[src/rtl/gpio_irq_pkg.sv]
package gpio_irq_pkg;
  // Register groups, selected by address bits [4:2]
  typedef enum logic [2:0] {
    GRP_DUAL   = 3'd0,
    GRP_POL    = 3'd1,
    GRP_SENSE  = 3'd2,
    GRP_EN     = 3'd3,
    GRP_RAW    = 3'd4,
    GRP_MASKED = 3'd5,
    GRP_CLR    = 3'd6,
    GRP_NONE   = 3'd7
  } grp_e;

  localparam int GRP_LSB = 2;
  localparam int GRP_W   = 3;
endpackage

[src/rtl/gpio_irq_sync.sv]
module gpio_irq_sync #(
  parameter int WIDTH  = 24,
  parameter int STAGES = 2
) (
  input  logic             clk,
  input  logic             rst,
  input  logic [WIDTH-1:0] d,
  output logic [WIDTH-1:0] q
);
  logic [WIDTH-1:0] stage_q [STAGES];

  always_ff @(posedge clk) begin
    if (rst) begin
      for (int i = 0; i < STAGES; i++) stage_q[i] <= '0;
    end else begin
      stage_q[0] <= d;
      for (int i = 1; i < STAGES; i++) stage_q[i] <= stage_q[i-1];
    end
  end

  assign q = stage_q[STAGES-1];
endmodule

[src/rtl/gpio_irq_bank.sv]
module gpio_irq_bank
  import gpio_irq_pkg::*;
#(
  parameter int BANK_W = 8
) (
  input  logic              clk,
  input  logic              rst,
  input  logic [BANK_W-1:0] pin_s,
  input  logic              wr_hit,
  input  grp_e              wr_grp,
  input  logic [BANK_W-1:0] wr_data,
  output logic [BANK_W-1:0] dual_q,
  output logic [BANK_W-1:0] pol_q,
  output logic [BANK_W-1:0] sense_q,
  output logic [BANK_W-1:0] en_q,
  output logic [BANK_W-1:0] raw_q,
  output logic [BANK_W-1:0] masked
);
  logic [BANK_W-1:0] prev_q;
  logic [BANK_W-1:0] clr_vec, rise, fall, edge_evt, lvl_mask, lvl_on, raw_d;

  // Configuration registers
  always_ff @(posedge clk) begin
    if (rst) begin
      dual_q  <= '0;
      pol_q   <= '0;
      sense_q <= '0;
      en_q    <= '0;
    end else if (wr_hit) begin
      case (wr_grp)
        GRP_DUAL:  dual_q  <= wr_data;
        GRP_POL:   pol_q   <= wr_data;
        GRP_SENSE: sense_q <= wr_data;
        GRP_EN:    en_q    <= wr_data;
        default: ;
      endcase
    end
  end

  // Event detection
  always_comb begin
    clr_vec  = (wr_hit && wr_grp == GRP_CLR) ? wr_data : '0;
    rise     = pin_s & ~prev_q;
    fall     = ~pin_s & prev_q;
    edge_evt = (dual_q & (rise | fall)) |
               (~dual_q & ~sense_q & ((pol_q & rise) | (~pol_q & fall)));
    lvl_mask = ~dual_q & sense_q;
    lvl_on   = ~(pin_s ^ pol_q);
    raw_d    = (lvl_mask & lvl_on) |
               (~lvl_mask & ((raw_q & ~clr_vec) | edge_evt));
  end

  always_ff @(posedge clk) begin
    if (rst) begin
      prev_q <= '0;
      raw_q  <= '0;
    end else begin
      prev_q <= pin_s;
      raw_q  <= raw_d;
    end
  end

  assign masked = raw_q & en_q;

  AST_LEVEL_FOLLOWS: assert property (@(posedge clk) disable iff (rst)
    1 |=> ((raw_q & $past(~dual_q & sense_q)) ==
           ($past(~(pin_s ^ pol_q)) & $past(~dual_q & sense_q))));
  AST_EDGE_STICKY: assert property (@(posedge clk) disable iff (rst)
    1 |=> ((raw_q & $past(raw_q & (dual_q | ~sense_q) & ~clr_vec)) ==
           $past(raw_q & (dual_q | ~sense_q) & ~clr_vec)));
  AST_DUAL_CATCH: assert property (@(posedge clk) disable iff (rst)
    1 |=> ((raw_q & $past(dual_q & (pin_s ^ prev_q))) ==
           $past(dual_q & (pin_s ^ prev_q))));
endmodule

[src/rtl/gpio_irq_detect.sv]
module gpio_irq_detect
  import gpio_irq_pkg::*;
#(
  parameter int NUM_BANKS   = 3,
  parameter int BANK_W      = 8,
  parameter int SYNC_STAGES = 2
) (
  input  logic                        clk,
  input  logic                        rst,
  input  logic [NUM_BANKS*BANK_W-1:0] pin_in,
  input  logic [GRP_LSB+GRP_W-1:0]    bus_addr,
  input  logic                        bus_we,
  input  logic [BANK_W-1:0]           bus_wdata,
  output logic [BANK_W-1:0]           bus_rdata,
  output logic                        irq_out
);
  localparam int NUM_PINS = NUM_BANKS * BANK_W;

  logic [NUM_PINS-1:0] pin_s;
  logic [GRP_LSB-1:0]  bank_idx;
  grp_e                grp;
  logic [BANK_W-1:0]   dual_a [NUM_BANKS];
  logic [BANK_W-1:0]   pol_a  [NUM_BANKS];
  logic [BANK_W-1:0]   sense_a[NUM_BANKS];
  logic [BANK_W-1:0]   en_a   [NUM_BANKS];
  logic [BANK_W-1:0]   raw_a  [NUM_BANKS];
  logic [BANK_W-1:0]   mask_a [NUM_BANKS];
  logic [NUM_PINS-1:0] en_flat, raw_flat, mask_flat;
  logic [BANK_W-1:0]   rd_word;
  logic [BANK_W-1:0]   rdata_q;
  logic                irq_q;

  assign bank_idx = bus_addr[GRP_LSB-1:0];
  assign grp      = grp_e'(bus_addr[GRP_LSB +: GRP_W]);

  gpio_irq_sync #(.WIDTH(NUM_PINS), .STAGES(SYNC_STAGES)) sync_i (
    .clk(clk), .rst(rst), .d(pin_in), .q(pin_s)
  );

  for (genvar b = 0; b < NUM_BANKS; b++) begin : g_bank
    logic hit;
    assign hit = bus_we && (bank_idx == GRP_LSB'(b));
    gpio_irq_bank #(.BANK_W(BANK_W)) bank_i (
      .clk(clk), .rst(rst),
      .pin_s(pin_s[b*BANK_W +: BANK_W]),
      .wr_hit(hit), .wr_grp(grp), .wr_data(bus_wdata),
      .dual_q(dual_a[b]), .pol_q(pol_a[b]), .sense_q(sense_a[b]),
      .en_q(en_a[b]), .raw_q(raw_a[b]), .masked(mask_a[b])
    );
    assign en_flat[b*BANK_W +: BANK_W]   = en_a[b];
    assign raw_flat[b*BANK_W +: BANK_W]  = raw_a[b];
    assign mask_flat[b*BANK_W +: BANK_W] = mask_a[b];
  end

  // Read multiplexer
  always_comb begin
    rd_word = '0;
    for (int b = 0; b < NUM_BANKS; b++) begin
      if (bank_idx == GRP_LSB'(b)) begin
        case (grp)
          GRP_DUAL:   rd_word = dual_a[b];
          GRP_POL:    rd_word = pol_a[b];
          GRP_SENSE:  rd_word = sense_a[b];
          GRP_EN:     rd_word = en_a[b];
          GRP_RAW:    rd_word = raw_a[b];
          GRP_MASKED: rd_word = mask_a[b];
          default:    rd_word = '0;
        endcase
      end
    end
  end

  always_ff @(posedge clk) begin
    if (rst) begin
      rdata_q <= '0;
      irq_q   <= 1'b0;
    end else begin
      rdata_q <= rd_word;
      irq_q   <= |mask_flat;
    end
  end

  assign bus_rdata = rdata_q;
  assign irq_out   = irq_q;

  AST_RESET_QUIET: assert property (@(posedge clk)
    rst |=> (!irq_out && bus_rdata == '0));
  AST_IRQ_GATED: assert property (@(posedge clk) disable iff (rst)
    ($past(en_flat) == '0) |-> !irq_out);
  AST_IRQ_NEEDS_RAW: assert property (@(posedge clk) disable iff (rst)
    irq_out |-> $past(|(raw_flat & en_flat)));
endmodule

[config.mk]
export PLATFORM = sky130hd
export DESIGN_NAME = gpio_irq_detect
export DESIGN_NICKNAME = d
export VERILOG_FILES = /design/src/rtl/gpio_irq_pkg.sv /design/src/rtl/gpio_irq_sync.sv /design/src/rtl/gpio_irq_bank.sv /design/src/rtl/gpio_irq_detect.sv
export SDC_FILE = /design/constraint.sdc
export NUM_CORES = 1
export LEC_CHECK = 0
export ABC_AREA = 1
export BUFFER_PORTS_ARGS = -buffer_cell sky130_fd_sc_hd__buf_4
export CAP_MARGIN = 40
export CORE_ASPECT_RATIO = 0.6
export CORE_MARGIN = 2
export CORE_UTILIZATION = 45
export CTS_BUF_LIST = sky130_fd_sc_hd__clkbuf_4 sky130_fd_sc_hd__clkbuf_8
export CTS_CLUSTER_DIAMETER = 150
export DETAILED_ROUTE_END_ITERATION = 8
export SLEW_MARGIN = 20
export SYNTH_ARGS = -nofsm -noshare
export SYNTH_HDL_FRONTEND = slang
export SYNTH_SLANG_ARGS = --single-unit
[constraint.sdc]
create_clock -name clk -period 1.3 [get_ports clk]
set_input_delay 0.065 -clock clk [delete_from_list [all_inputs] [get_ports clk]]
set_output_delay 0.065 -clock clk [all_outputs]
set_load 0.01 [all_outputs]
==> impl_metrics.json <==
{
  "worstPathCellList": "nand2_1 -> inv_1 -> nand3_1 -> o21ai_0 -> nor2_1 -> nand2_1 -> nand2_1 -> a21oi_1",
  "antenna_found_initial": 0,
  "synth_simple_gate_area_share_pct": 24.0,
  "synth_top_area_cell": "dfxtp_1",
  "via_per_inst": 5.20,
  "synth_cell_types": 31,
  "cts_resized": 0,
  "diodes": 0,
  "ys_ff_latch": 201,
  "peakVddDrop_uv": 750,
  "synth_top_family_by_area": "simple AND/OR/NAND/NOR gates",
  "p_int_w": 0.0105,
  "synth_top_area_share_pct": 40.8,
  "synthXorXnorAreaFrac_pct": 1.51,
  "yosysSeqAreaShare_pct": 40.8,
  "synth_compound_area_share_pct": 16.9,
  "report.final.slew_viol_count": 0,
  "r2r-start": "g_bank[2].bank_i.raw_q[0]$_SDFF_PP0_",
  "num-fill-cells": 2019,
  "grt_pass1_vias": 8879,
  "final_nets": 1595,
  "grt_pass1_wl_mm": 46.8,
  "end_kind": "flop",
  "cts_tree": "done",
  "tightest_slew_ps": 529,
  "min_period_ps": 1200,
  "routedWlPerCell_um": 15.9,
  "cts_buffers": 34,
  "p_seq_share_pct": 46.2,
  "hold_violations": 0,
  "fin_skew_ps": 17.8,
  "cp-start-kind": "flop",
  "place.gp.congestion": 0.903,
  "cp_common_cell": "nand2_1",
  "drt_iter0_markers": 803,
  "placed_area_sq_mm": 0.0110,
  "cts_root_buf": "clkbuf_8",
  "cts_max_path_buffers": 3,
  "max_slew_margin_pct": 64.7,
  "routed_wl_mm": 28.7,
  "dp_hpwl_mm": 20.6,
  "fin_tns_setup_ps": 0,
  "power.net_switching_w": 0.00351,
  "area_growth_pct": 22.6,
  "timing.final.crit_share_pct": 92.7,
  "layout-drive-gt1-share_pct": 14.8,
  "syn-cell-area_sq_mm": 0.00986,
  "rsz0062_at_grt": "false",
  "pin_count": 49,
  "die_x_um": 195,
  "drtAntennaViolNets": 0,
  "synth_fa_ha_area_share_pct": 6.09,
  "drc_errors": 0,
  "pwr-share-comb_pct": 9.2,
  "portBuffers": 48,
  "p_sw_share_pct": 25.1,
  "cp_slowest_cell": "dfxtp_1",
  "worstPathRequired_ps": 1770,
  "powerDensity_mw_per_mm2": 1160,
  "reg2reg_setup_slack_ps": 100,
  "initial_utilization_pct": 46.4,
  "cts_sinks": 201,
  "rows": 41,
  "ys_warn_count": 0,
  "r2r_cells": 8,
  "fp.dieArea_sq_mm": 0.0231,
  "grt.total_usage_pct": 25.5,
  "holdBufCountCts": 33,
  "htreeDepth": 2,
  "max-cap-violations": 0,
  "post_cts.repair.setup_buffers": 0,
  "grt_max_degree": 44,
  "holdPathEnd": "bus_rdata[6]$_SDFF_PP0_",
  "run_status": "finished clean",
  "p_leak_nw": 5.21,
  "hold_start": "bus_addr[0]",
  "worstPathArrival_ps": 1680,
  "fmax_mhz": 830,
  "power_frac_clock_pct": 44.6,
  "overflow": 0,
  "crit_fanout": 3,
  "synthMuxAreaShare_pct": 0,
  "path_clk_slew_ps": 70,
  "vias": 9407,
  "r2r_end": "bus_rdata[0]$_SDFF_PP0_",
  "synth_fp_nets": 1459,
  "synth_area_leaders": "dfxtp_1 41%, a21oi_1 8.6%, nand2_1 8.0%",
  "drt_pass1_iterations": 5,
  "fp.coreArea_sq_mm": 0.0212,
  "netlist_instances": 1371,
  "setup_viol": 0,
  "final_util_pct": 56.9,
  "holdCritPathClass": "in -> reg",
  "synth.avg_cell_area_sq_um": 7.19,
  "dieHeight_um": 119,
  "max_stage_delay_ps": 380,
  "whs_path_depth": 4,
  "clock_latency_ps": 540,
  "post-route-cell-area_sq_mm": 0.0121,
  "path_class": "reg -> reg"
}
[cell type report]
type | instances | area [sq um] | area share [%]
multi-input cells | 920 | 4780 | 39.6
flip-flops and latches | 201 | 4020 | 33.3
repair buffers | 168 | 1510 | 12.5
inverters | 182 | 688 | 5.70
clock buffers | 53 | 661 | 5.47
well taps | 279 | 349 | 2.89
clock inverters | 5 | 75.1 | 0.621
[cells in the mapped netlist]
master    number
nand2_2        6
o31ai_1        3
ha_1          48
inv_1        176
nand3b_1       8
buf_6          9
nor3_4         3
buf_4          6
buf_1          7
nor2_2         2
nor2_1       175
a21oi_1      169
clkbuf_1      30
dfxtp_1      201
nor2_8         1
buf_2         16
o21ai_0      135
o21a_1         1
nand2_1      211
nand3_2        1
inv_4          2
nand4_1       43
nand2_4        2
xnor2_1       17
a31oi_1        1
nand3_1       63
nor2_4         9
o21ai_1       20
nand3_4        1
inv_2          4
a21oi_2        1
[worst max-delay path by stage]
stage | slack (ps) | cells past startpoint | startpoint | to
finish | 100 | 8 | g_bank[2].bank_i.raw_q[0]$_SDFF_PP0_ | bus_rdata[0]$_SDFF_PP0_
global route | 4 | 7 | g_bank[2].bank_i.sense_q[4]$_SDFFE_PP0P_ | bus_rdata[4]$_SDFF_PP0_
CTS | 120 | 1 | bus_rdata[5]$_SDFF_PP0_ | bus_rdata[5]
detailed placement | -80 | 8 | bus_addr[4] | g_bank[0].bank_i.raw_q[1]$_SDFF_PP0_
global placement | -70 | 8 | bus_addr[4] | g_bank[2].bank_i.raw_q[7]$_SDFF_PP0_
floorplan | 140 | 8 | bus_addr[3] | g_bank[1].bank_i.dual_q[6]$_SDFFE_PP0P_
[registers in the layout, summed over array words and instances (netlist names)]
register	flops
g_bank.bank_i.dual_q	24
g_bank.bank_i.en_q	24
g_bank.bank_i.pol_q	24
sync_i.stage_q	48
bus_rdata	8
g_bank.bank_i.prev_q	24
irq_out	1
g_bank.bank_i.sense_q	24
g_bank.bank_i.raw_q	24
[power groups by stage]
stage / logic (W) / registers [W] / clock network (W)
2_1_floorplan: 0.000687 / 0.00656 / 0
3_3_place_gp: 0.00119 / 0.00660 / 0
3_5_place_dp: 0.00120 / 0.00660 / 0
4_1_cts: 0.00129 / 0.00646 / 0.00641
5_1_grt: 0.00143 / 0.00648 / 0.00668
6_report: 0.00129 / 0.00647 / 0.00624
[layer usage]
metal	wire (um)	GRT usage [%]	vias up
li1	-	-	4712
met1	13900	37.4	4294
met2	11500	36.4	353
met3	2560	5.51	48
met4	724	9.26	0
met5	0	0	-
[critical path, delay by kind of cell (launching register included)]
kind	cells	cell delay, ps
flops	1	380
buf+inv	1	100
compound gates	2	190
simple gates	5	460
[cell families after synthesis]
group / Yosys count
simple gates: 525
xor+xnor: 17
flops: 201
buf+inv: 250
fa+ha+maj: 48
compound gates: 330
[metrics by stage]
stage                     instances  total power, W  worst slack (ps)  hold WS, ps
final                          1808          0.0140              95.3         30.6
after global routing           1808          0.0146              3.66         32.6
after CTS                      1808          0.0142               119         7.17
after detailed placement       1717         0.00780             -82.3          271
after global placement         1717         0.00778             -71.3          265
after floorplan                1371         0.00725               141          172
[placed cells by master (no fill, tap or decap), drive strengths merged]
cell type    instances
buf                135
nand2              219
a31oi                1
inv                182
nor3                 3
clkbuf              53
clkinv               3
nand3b               8
nand4               43
o21a                 1
o21ai              155
nor2               187
dfxtp              201
ha                  48
dlygate4sd3         33
nand3               65
xnor2               17
o31ai                3
a21oi              170
bufinv               2
Power figures use the tool's default switching activity.
